File: config.mk
export PLATFORM = sky130hd
export DESIGN_NAME = ioport_unit
export DESIGN_NICKNAME = d
export VERILOG_FILES = /design/src/rtl/ioport_pkg.sv /design/src/rtl/ioport_infifo.sv /design/src/rtl/ioport_lane.sv /design/src/rtl/ioport_unit.sv
export SDC_FILE = /design/constraint.sdc
export NUM_CORES = 1
export LEC_CHECK = 0
export BUFFER_PORTS_ARGS = -buffer_cell sky130_fd_sc_hd__buf_2
export CAP_MARGIN = 20
export CORE_MARGIN = 2
export CORE_UTILIZATION = 55
export CTS_BUF_LIST = sky130_fd_sc_hd__clkbuf_2
export CTS_CLUSTER_DIAMETER = 120
export DETAILED_ROUTE_END_ITERATION = 8
export GPL_ROUTABILITY_DRIVEN = 0
export PLACE_DENSITY = 0.76
export SLEW_MARGIN = 20
export SYNTH_ARGS = -nofsm -noshare
export SYNTH_HDL_FRONTEND = slang
export SYNTH_SLANG_ARGS = --single-unit
export TNS_END_PERCENT = 20
File: constraint.sdc
create_clock -name clk -period 4.5 [get_ports clk]
set_input_delay 0.225 -clock clk [delete_from_list [all_inputs] [get_ports clk]]
set_output_delay 0.225 -clock clk [all_outputs]
set_load 0.05 [all_outputs]
File: src/rtl/ioport_pkg.sv
package ioport_pkg;
   function automatic int unsigned level_width(input int unsigned depth);
      return $clog2(depth + 1);
   endfunction
   function automatic int unsigned ptr_width(input int unsigned depth);
      return (depth > 1) ? $clog2(depth) : 1;
   endfunction
endpackage

File: src/rtl/ioport_infifo.sv
module ioport_infifo
   import ioport_pkg::*;
#(
   parameter int unsigned DW          = 8,
   parameter int unsigned DEPTH       = 4,
   parameter int unsigned SYNC_STAGES = 2,
   localparam int unsigned CW = level_width(DEPTH),
   localparam int unsigned PW = ptr_width(DEPTH)
)(
   input  logic          clk,
   input  logic          rst_n,
   input  logic [DW-1:0] pin_async,
   input  logic          pop,
   output logic [DW-1:0] view,
   output logic [CW-1:0] level
);
   logic [DW-1:0] sync_q [SYNC_STAGES];
   logic [DW-1:0] seen_q;
   logic [DW-1:0] mem [DEPTH];
   logic [PW-1:0] wp_q, rp_q;
   logic          push, do_pop;

   generate
      for (genvar s = 0; s < SYNC_STAGES; s++) begin : g_sync
         always_ff @(posedge clk) begin
            if (!rst_n) sync_q[s] <= '0;
            else if (s == 0) sync_q[s] <= pin_async;
            else sync_q[s] <= sync_q[(s > 0) ? s-1 : 0];
         end
      end
   endgenerate

   assign push   = (sync_q[SYNC_STAGES-1] != seen_q) && (level != CW'(DEPTH));
   assign do_pop = pop && (level != '0);

   always_ff @(posedge clk) begin
      if (!rst_n) begin
         seen_q <= '0;
         wp_q   <= '0;
         rp_q   <= '0;
         level  <= '0;
      end else begin
         seen_q <= sync_q[SYNC_STAGES-1];
         if (push) wp_q <= (wp_q == PW'(DEPTH-1)) ? '0 : wp_q + 1'b1;
         if (do_pop) rp_q <= (rp_q == PW'(DEPTH-1)) ? '0 : rp_q + 1'b1;
         if (push && !do_pop) level <= level + 1'b1;
         else if (do_pop && !push) level <= level - 1'b1;
      end
   end

   always_ff @(posedge clk) begin
      if (push) mem[wp_q] <= sync_q[SYNC_STAGES-1];
   end

   assign view = (level == '0) ? sync_q[SYNC_STAGES-1] : mem[rp_q];
endmodule

File: src/rtl/ioport_lane.sv
module ioport_lane
   import ioport_pkg::*;
#(
   parameter int unsigned DW          = 8,
   parameter int unsigned DEPTH       = 4,
   parameter int unsigned SYNC_STAGES = 2,
   localparam int unsigned CW = level_width(DEPTH)
)(
   input  logic          clk,
   input  logic          rst_n,
   input  logic          clk_en,
   input  logic          dir_we,
   input  logic          out_we,
   input  logic          rd_stb,
   input  logic [DW-1:0] wr_data,
   input  logic [DW-1:0] pins,
   output logic [DW-1:0] drive,
   output logic [DW-1:0] drive_en,
   output logic [DW-1:0] view,
   output logic [CW-1:0] level
);
   logic [DW-1:0] dir_q, lat_q;

   always_ff @(posedge clk) begin
      if (!rst_n) begin
         dir_q <= '1;
         lat_q <= '0;
      end else if (clk_en) begin
         if (dir_we) dir_q <= wr_data;
         if (out_we) lat_q <= wr_data;
      end
   end

   assign drive    = lat_q;
   assign drive_en = ~dir_q;

   ioport_infifo #(.DW(DW), .DEPTH(DEPTH), .SYNC_STAGES(SYNC_STAGES)) i_fifo (
      .clk(clk), .rst_n(rst_n), .pin_async(pins),
      .pop(clk_en && rd_stb), .view(view), .level(level)
   );
endmodule

File: src/rtl/ioport_unit.sv
module ioport_unit
   import ioport_pkg::*;
#(
   parameter int unsigned NPORT       = 3,
   parameter int unsigned DW          = 8,
   parameter int unsigned DEPTH       = 4,
   parameter int unsigned SYNC_STAGES = 2,
   parameter int unsigned AW          = 5,
   parameter int unsigned BASE_ADDR   = 5,
   localparam int unsigned CW = level_width(DEPTH)
)(
   input  logic                clk,
   input  logic                rst_n,
   input  logic                clk_en,
   input  logic [NPORT-1:0]    dir_we,
   input  logic [NPORT-1:0]    out_we,
   input  logic [NPORT-1:0]    rd_stb,
   input  logic [DW-1:0]       wr_data,
   input  logic [AW-1:0]       file_addr,
   output logic [DW-1:0]       rd_data,
   input  logic [NPORT*DW-1:0] pin_in,
   output logic [NPORT*DW-1:0] pin_out,
   output logic [NPORT*DW-1:0] pin_oe
);
   generate
      if (DEPTH < 2 || (DEPTH & (DEPTH - 1)) != 0)
         $error("ioport_unit: DEPTH must be a power of two of at least 2");
      if (SYNC_STAGES < 2)
         $error("ioport_unit: SYNC_STAGES must be at least 2");
      if (BASE_ADDR + NPORT > (1 << AW))
         $error("ioport_unit: port addresses exceed the address space");
   endgenerate

   logic [DW-1:0]       view [NPORT];
   logic [NPORT*CW-1:0] fifo_level;

   generate
      for (genvar p = 0; p < NPORT; p++) begin : g_lane
         ioport_lane #(.DW(DW), .DEPTH(DEPTH), .SYNC_STAGES(SYNC_STAGES)) i_lane (
            .clk(clk), .rst_n(rst_n), .clk_en(clk_en),
            .dir_we(dir_we[p]), .out_we(out_we[p]), .rd_stb(rd_stb[p]),
            .wr_data(wr_data), .pins(pin_in[p*DW +: DW]),
            .drive(pin_out[p*DW +: DW]), .drive_en(pin_oe[p*DW +: DW]),
            .view(view[p]), .level(fifo_level[p*CW +: CW])
         );
      end
   endgenerate

   always_comb begin
      rd_data = '0;
      for (int p = 0; p < NPORT; p++)
         if (file_addr == AW'(BASE_ADDR + p)) rd_data = view[p];
   end
endmodule

==> flow_summary_export.csv, run 1 <==
group,metric,value,unit
global_routing,grt_first_pass_wirelength,32.1,mm
setup_path,cp-start-kind,"register",
cells_and_area,nets,958,
drt,routed-wl-met2,9.44,mm
synthesis,async_reset_ff_frac,0,
die,row_count,47,
die,boundaryPins,105,
global_routing,grt_pass1_vias,6337,
synthesis,synth_top_area_frac,0.316,
sta,skew,0.0536,ns
drt,viasPerCell,5.34,
sta,fin_tns_setup,0,ns
cells_and_area,multiInputGateArea,3200,um^2
global_routing,track_usage,0.227,
clock_network,numCtsBuffers,54,
power_and_ir_drop,p_leak,0.00466,uW
synthesis,yosys.area_share.simple,0.133,
cells_and_area,layout-drive-gt1-share,0.245,
synthesis,synth_top_family_by_area,"simple AND/OR/NAND/NOR gates",
cells_and_area,register_area,5830,um^2
cells_and_area,fin_area,10900,um^2
synthesis,ys_ff_latch,243,
drt,firstDrtPassIters,5,
synthesis,synth.avg_cell_area,12.9,um^2
global_routing,grt_overflow,0,
clock_network,clock_sinks,243,
synthesis,synth_warnings,0,
setup_path,cp.arrival,2.91,ns
clock_network,clkLatencyLatePin,0.79,ns
clock_network,cts_root_buf,"clkbuf_2",
min_path,hp-class,"input port to register",
synthesis,synth_flop_cell,"dfxtp_1",
drt,wirelength,19.9,mm
die,die_x,134,um
synthesis,synth_xor_area_frac,0.0282,
clock_network,post_cts_buffers,0,
clock_network,cts_hold_buf,39,
drt,routedWlPerCell,17.3,um
die,start_util,0.562,
flow_run,drv_cap,0,
cells_and_area,area_growth,16.8,%
clock_network,h-tree-depth,2,
synthesis,yosys.area_share.adder,0.0306,
clock_network,cts_max_path_buffers,3,
clock_network,path_clk_slew,0.12,ns
drt,vias,6157,
sta,min_period,3.14,ns
sta,min_period_over_period,0.698,
drt,drtIter0Drc,456,
synthesis,netlist_top_cells_area,"dfxtp_1 32%, edfxtp_1 31%, and2_1 6.0%",
synthesis,synth_nets,794,
power_and_ir_drop,ir_drop,338,uV
synthesis,synth_edf_count,96,
setup_path,required,4.28,ns
sta,slew-limit-headroom,0.366,
synthesis,synth_area,9310,um^2
setup_path,crit_fanout,8,
sta,rsz0062_at_grt,"no",
die,dieArea,18000,um^2
synthesis,yosys.area.top_type,"dfxtp_1",
synthesis,ys_types,43,
power_and_ir_drop,p_per_area,514,nW/um^2
setup_path,cp-end-kind,"output pin",
placed_design,io_buffers,104,
drt,drcViolationCount,0,
global_routing,antenna_found_initial,1,
synthesis,ys_seq_area_frac,0.626,
cells_and_area,fillers,1213,
sta,hold_viol,0,
clock_network,cts_tree,"yes",
drt,dr_wl_met3,1.57,mm
synthesis,syn_inst,724,
drt,ant_nets,0,
synthesis,synthMuxAreaShare,0.0795,
sta,slew_violations,0,
die,coreArea,16600,um^2
global_routing,grt_max_degree,148,
sta,tightest_slew,0.948,ns
drt,met1_length,8.46,mm
placed_design,dpl_cell_area,9950,um^2
clock_network,post_cts_resized,0,
sta,max_freq,0.319,GHz
die,die_height,134,um
sta,setup_viol,0,
placed_design,dp.final_hpwl,13.0,mm
drt,top_layer,"met4",
status,status,"complete, no violations",
setup_path,worstSetupPathType,"register to output pin",
synthesis,synth_compound_area_frac,0.0719,
-- layout by cell type, fill, tap and decap left out, types with 3 or more instances in the layout --
master and instances:
nand2_1 66, clkinv_1 10, ha_1 18, dlygate4sd3_1 40
clkbuf_2 87, o211a_1 6, inv_1 34, a22oi_2 3
dfxtp_1 147, nor2b_1 7, nand3_1 38, xor2_1 27
or3_1 6, nor4_1 6, edfxtp_1 96, a21boi_0 27
o211ai_1 25, buf_2 103, mux4_2 24, and2_1 90
fa_1 3, mux2i_1 20, xnor2_1 3, o21ai_0 9
a22oi_1 6, nor2_1 7
-- logic make-up after synthesis --
kind of cell | Yosys count
adder cells (fa/ha/maj) | 21
AO/OA/AOI/OAI | 86
multiplexers | 44
XOR/XNOR | 30
AND/OR/NAND/NOR | 229
flip-flops | 243
buffers and inverters | 71
-- stage by stage --
stage | hold WS, ns | utilization | std cells | power (uW) | setup WS, ns
6_report | 0.0633 | 0.656 | 1153 | 5590 | 1.36
5_1_grt | 0.0138 | 0.656 | 1153 | 5890 | 1.16
4_1_cts | 0.00378 | 0.655 | 1151 | 5630 | 1.32
3_5_place_dp | 0.419 | 0.600 | 1012 | 4240 | 1.95
3_3_place_gp | 0.419 | 0.600 | 1012 | 4160 | 2.10
2_1_floorplan | 0.347 | - | 724 | 3850 | 2.09
-- cell type report --
type,count,share of cell area
Sequential cell,243,0.536
Multi-Input combinational cell,410,0.294
Timing Repair Buffer,145,0.0859
Clock buffer,87,0.0400
Tap cell,220,0.0253
Inverter,34,0.0117
Clock inverter,13,0.00736
Antenna cell,1,0.000230
-- critical path, cell delays in order (launching register included) --
cell and delay [ns]:
dfxtp_1 0.40, nor4b_2 0.87, a22o_1 0.27, a221oi_2 0.04, o22ai_1 0.24, buf_2 0.32
-- where the power goes --
group	total, uW	switching, uW	internal [uW]	leakage, uW
clock network	1370	807	564	0.000395
logic	1300	758	540	0.00214
registers	2920	206	2710	0.00213
total	5590	1770	3820	0.00466
-- flip-flops by register name (all words and copies together) (netlist names), named ones only --
| signal | flops |
|---|---|
| g_lane.i_lane.drive | 24 |
| g_lane.i_lane.i_fifo.rp_q | 6 |
| g_lane.i_lane.i_fifo.mem | 96 |
| g_lane.i_lane.i_fifo.sync_q | 48 |
| g_lane.i_lane.i_fifo.wp_q | 6 |
| g_lane.i_lane.dir_q | 24 |
| g_lane.i_lane.i_fifo.level | 9 |
| g_lane.i_lane.i_fifo.seen_q | 24 |
-- metal layers --
layer,global-route usage,vias to the layer above
met5,0,-
met4,0.0825,0
met3,0.0646,31
met2,0.368,252
met1,0.295,2959
li1,-,2915
-- synthesized netlist by cell type, types with 2 or more instances --
library cell / count
clkbuf_1: 26
a22oi_1: 6
ha_1: 18
edfxtp_1: 96
inv_1: 34
a21boi_1: 2
nor2b_1: 7
or3_1: 6
o211ai_1: 25
o211a_1: 6
nor3_1: 2
a22oi_2: 3
a21boi_0: 27
mux4_2: 24
nor4_1: 6
xnor2_1: 3
o21ai_0: 9
xor2_1: 27
fa_1: 3
nand2_1: 66
nor2_1: 7
buf_2: 8
nand3_1: 38
mux2i_1: 20
dfxtp_1: 147
and2_1: 90
buf_4: 2
-- final timing paths --
check	startpoint	end	slack [ns]	cells past startpoint
setup / recovery	g_lane[2].i_lane.i_fifo.level[0]	rd_data[5]	1.36	5
hold / removal	clk_en	g_lane[2].i_lane.drive[0]	0.06	3
setup reg to reg	g_lane[1].i_lane.i_fifo.sync_q[1][0]	g_lane[1].i_lane.i_fifo.level[2]	1.91	9
hold reg to reg	g_lane[1].i_lane.i_fifo.sync_q[0][4]	g_lane[1].i_lane.i_fifo.sync_q[1][4]	0.42	1
Note: power is estimated with default switching activity, not from simulation.
==> run 2: changes to the inputs <==
--- a/config.mk
+++ b/config.mk
@@ -8,12 +8,12 @@
 export BUFFER_PORTS_ARGS = -buffer_cell sky130_fd_sc_hd__buf_2
 export CAP_MARGIN = 20
 export CORE_MARGIN = 2
-export CORE_UTILIZATION = 55
+export CORE_UTILIZATION = 54
 export CTS_BUF_LIST = sky130_fd_sc_hd__clkbuf_2
 export CTS_CLUSTER_DIAMETER = 120
 export DETAILED_ROUTE_END_ITERATION = 8
 export GPL_ROUTABILITY_DRIVEN = 0
-export PLACE_DENSITY = 0.76
+export PLACE_DENSITY = 0.77
 export SLEW_MARGIN = 20
 export SYNTH_ARGS = -nofsm -noshare
 export SYNTH_HDL_FRONTEND = slang
==> constraint.sdc (replaced) <==
create_clock -name clk -period 2.7 [get_ports clk]
set_input_delay 0.135 -clock clk [delete_from_list [all_inputs] [get_ports clk]]
set_output_delay 0.135 -clock clk [all_outputs]
set_load 0.05 [all_outputs]
==> run 2 against run 1 <==
Utilization rose by 0.96 points. Clock skew rose by 0.0018 ns. Setup slack got worse by 1.3 ns. Die area rose by 1.8%. Clock-buffer cell count rose by 4. Register-to-register slack got worse by 1.8 ns. Total power rose by 71%.
==> flow_summary_export.csv, run 2 (synthesized netlist as in run 1, its figures left out) <==
group,metric,value,unit
setup_path,crit_chain,"buf_12, mux4_2, mux2i_2, o211a_1, o21ai_0, buf_4",
clock_network,clkLatencyLatePin,0.80,ns
clock_network,numCtsBuffers,55,
drt,drtIter0Drc,417,
die,start_util,0.546,
setup_path,cp-end-kind,"output pin",
setup_path,required,2.57,ns
setup_path,crit_fanout,8,
setup_path,cp-start-kind,"register",
sta,rsz0062_at_grt,"yes",
die,row_count,48,
sta,skew,0.0554,ns
drt,viasPerCell,5.31,
drt,drcViolationCount,0,
power_and_ir_drop,power.switching,3040,uW
power_and_ir_drop,internal-power,6540,uW
flow_run,drv_cap,0,
setup_path,r2r_slack,0.09,ns
power_and_ir_drop,ir_drop,439,uV
global_routing,grt_pass1_vias,6559,
sta,max_freq,0.381,GHz
clock_network,clock_sinks,243,
die,die_x,135,um
die,dieArea,18300,um^2
cells_and_area,fin_cells,1188,
setup_path,timing.rr.end,"g_lane[0].i_lane.i_fifo.level[2]",
sta,min_period,2.63,ns
drt,routedWlPerCell,17.9,um
cells_and_area,area_growth,21.9,%
power_and_ir_drop,pwr-share-comb,0.254,
power_and_ir_drop,clkPwrFrac,0.239,
cells_and_area,final_cell_mix,"136 x dfxtp_1, 96 x edfxtp_1, 95 x buf_2",
sta,tightest_slew,0.714,ns
sta,hold_viol,0,
placed_design,dp.cells,1024,
status,status,"complete, no violations",
die,coreArea,17100,um^2
cells_and_area,layout_commonest_cell,"dfxtp_1",
clock_network,path_clk_slew,0.09,ns
setup_path,crit_end,"rd_data[7]",
placed_design,io_buffers,104,
global_routing,track_usage,0.237,
global_routing,grt_max_degree,84,
power_and_ir_drop,switching_share,0.317,
setup_path,r2r_cells,9,
drt,wirelength,21.2,mm
setup_path,r2r_start,"g_lane[0].i_lane.i_fifo.sync_q[1][4]",
cells_and_area,layout-drive-gt1-share,0.273,
clock_network,cts_max_path_buffers,3,
cells_and_area,reg_top3,"g_lane.i_lane.i_fifo.mem: 96 flops, g_lane.i_lane.i_fifo.sync_q: 48 flops",
die,die_height,135,um
clock_network,cts_tree,"yes",
drt,ant_nets,0,
setup_path,crit_path_max_incr_delay,0.51,ns
global_routing,antenna_found_initial,1,
sta,setup_viol,0,
cells_and_area,largest_reg_flops,96,
drt,vias,6303,
sta,fin_tns_setup,0,ns
clock_network,cts_root_buf,"clkbuf_2",
power_and_ir_drop,p_leak,0.00485,uW
die,boundaryPins,105,
global_routing,grt_first_pass_wirelength,33.4,mm
sta,slew_violations,0,
power_and_ir_drop,sequentialPowerShare,0.507,
setup_path,slowest_stage,"mux4_2",
global_routing,grt_overflow,0,
min_path,hp-class,"input port to register",
cells_and_area,nets,992,
clock_network,h-tree-depth,2,
cells_and_area,top_register,"g_lane.i_lane.i_fifo.mem",
setup_path,worstSetupPathType,"register to output pin",
placed_design,dp.final_hpwl,13.3,mm
sta,slew-limit-headroom,0.524,
sta,min_period_over_period,0.973,
setup_path,cp.arrival,2.49,ns
power_and_ir_drop,p_per_area,844,nW/um^2
drt,firstDrtPassIters,5,
[run 2: cell types whose count changed in the layout (fill, tap and decap cells not counted), moves of 5 or more]
| cell | previous run | this run |
|---|---|---|
| dfxtp_2 | 0 | 9 |
| dlygate4sd3_1 | 40 | 65 |
| clkinv_1 | 10 | 4 |
| buf_6 | 1 | 6 |
| buf_4 | 1 | 10 |
| dfxtp_1 | 147 | 136 |
| buf_2 | 103 | 95 |
[run 2: worst min path at each step]
stage / slack, ns / depth (start not counted) / from / to
5_1_grt: 0.05 / 3 / pin_in[22] / g_lane[2].i_lane.i_fifo.sync_q[0][6]
6_report: 0.10 / 3 / pin_in[9] / g_lane[1].i_lane.i_fifo.sync_q[0][1]
2_1_floorplan: 0.26 / 1 / pin_in[22] / g_lane[2].i_lane.i_fifo.sync_q[0][6]
4_1_cts: 0.03 / 3 / pin_in[14] / g_lane[1].i_lane.i_fifo.sync_q[0][6]
3_3_place_gp: 0.34 / 2 / pin_in[5] / g_lane[0].i_lane.i_fifo.sync_q[0][5]
3_5_place_dp: 0.34 / 2 / pin_in[14] / g_lane[1].i_lane.i_fifo.sync_q[0][6]
[run 2: through the flow]
stage | setup slack (ns) | cell area (um^2) | total power, uW | hold slack [ns] | util
finish | 0.0729 | 11400 | 9580 | 0.103 | 0.665
global route | -0.0623 | 11400 | 10100 | 0.0527 | 0.665
CTS | -0.00855 | 11300 | 9550 | 0.0297 | 0.661
detailed placement | 0.170 | 10000 | 7120 | 0.344 | 0.588
global placement | 0.348 | 10000 | 6990 | 0.342 | 0.588
floorplan | 0.381 | 9310 | 6420 | 0.257 | -
[run 2: metal layers]
| layer | routed length [um] | vias up | global-route usage |
|---|---|---|---|
| met5 | 0 | - | 0 |
| met4 | 524 | 0 | 0.0845 |
| met3 | 1550 | 39 | 0.0614 |
| met2 | 10300 | 236 | 0.390 |
| met1 | 8840 | 3060 | 0.306 |
| li1 | - | 2968 | - |
[run 2: timing repair]
action,in CTS,in global routing
hold buffers,65,0
resized for setup,30,23
setup buffers,0,1
endpoints found under the setup margin,8,11
endpoints found under the hold margin,123,0
pin swaps,0,4
gates cloned,0,0
[run 2: cell type report]
type                            count  area [um^2]
Multi-Input combinational cell    410         3280
Fill cell                        1236         5710
Clock buffer                       91          455
Inverter                           34          128
Timing Repair Buffer              178         1310
Antenna cell                        1         2.50
Clock inverter                      6         48.8
Sequential cell                   243         5840
Tap cell                          225          282
[run 2: worst max-delay path, delay by kind of cell (launching register included)]
kind            cells  cell delay (ns)
buf+inv             2             0.37
mux                 2             0.71
flops               1             0.35
compound gates      2             0.27
[run 2: power by group through the flow]
stage | combinational (uW) | clock [uW] | sequential, uW
2_1_floorplan | 1560 | 0 | 4860
3_3_place_gp | 2130 | 0 | 4860
3_5_place_dp | 2200 | 0 | 4920
4_1_cts | 2370 | 2340 | 4850
5_1_grt | 2640 | 2520 | 4920
6_report | 2430 | 2290 | 4860
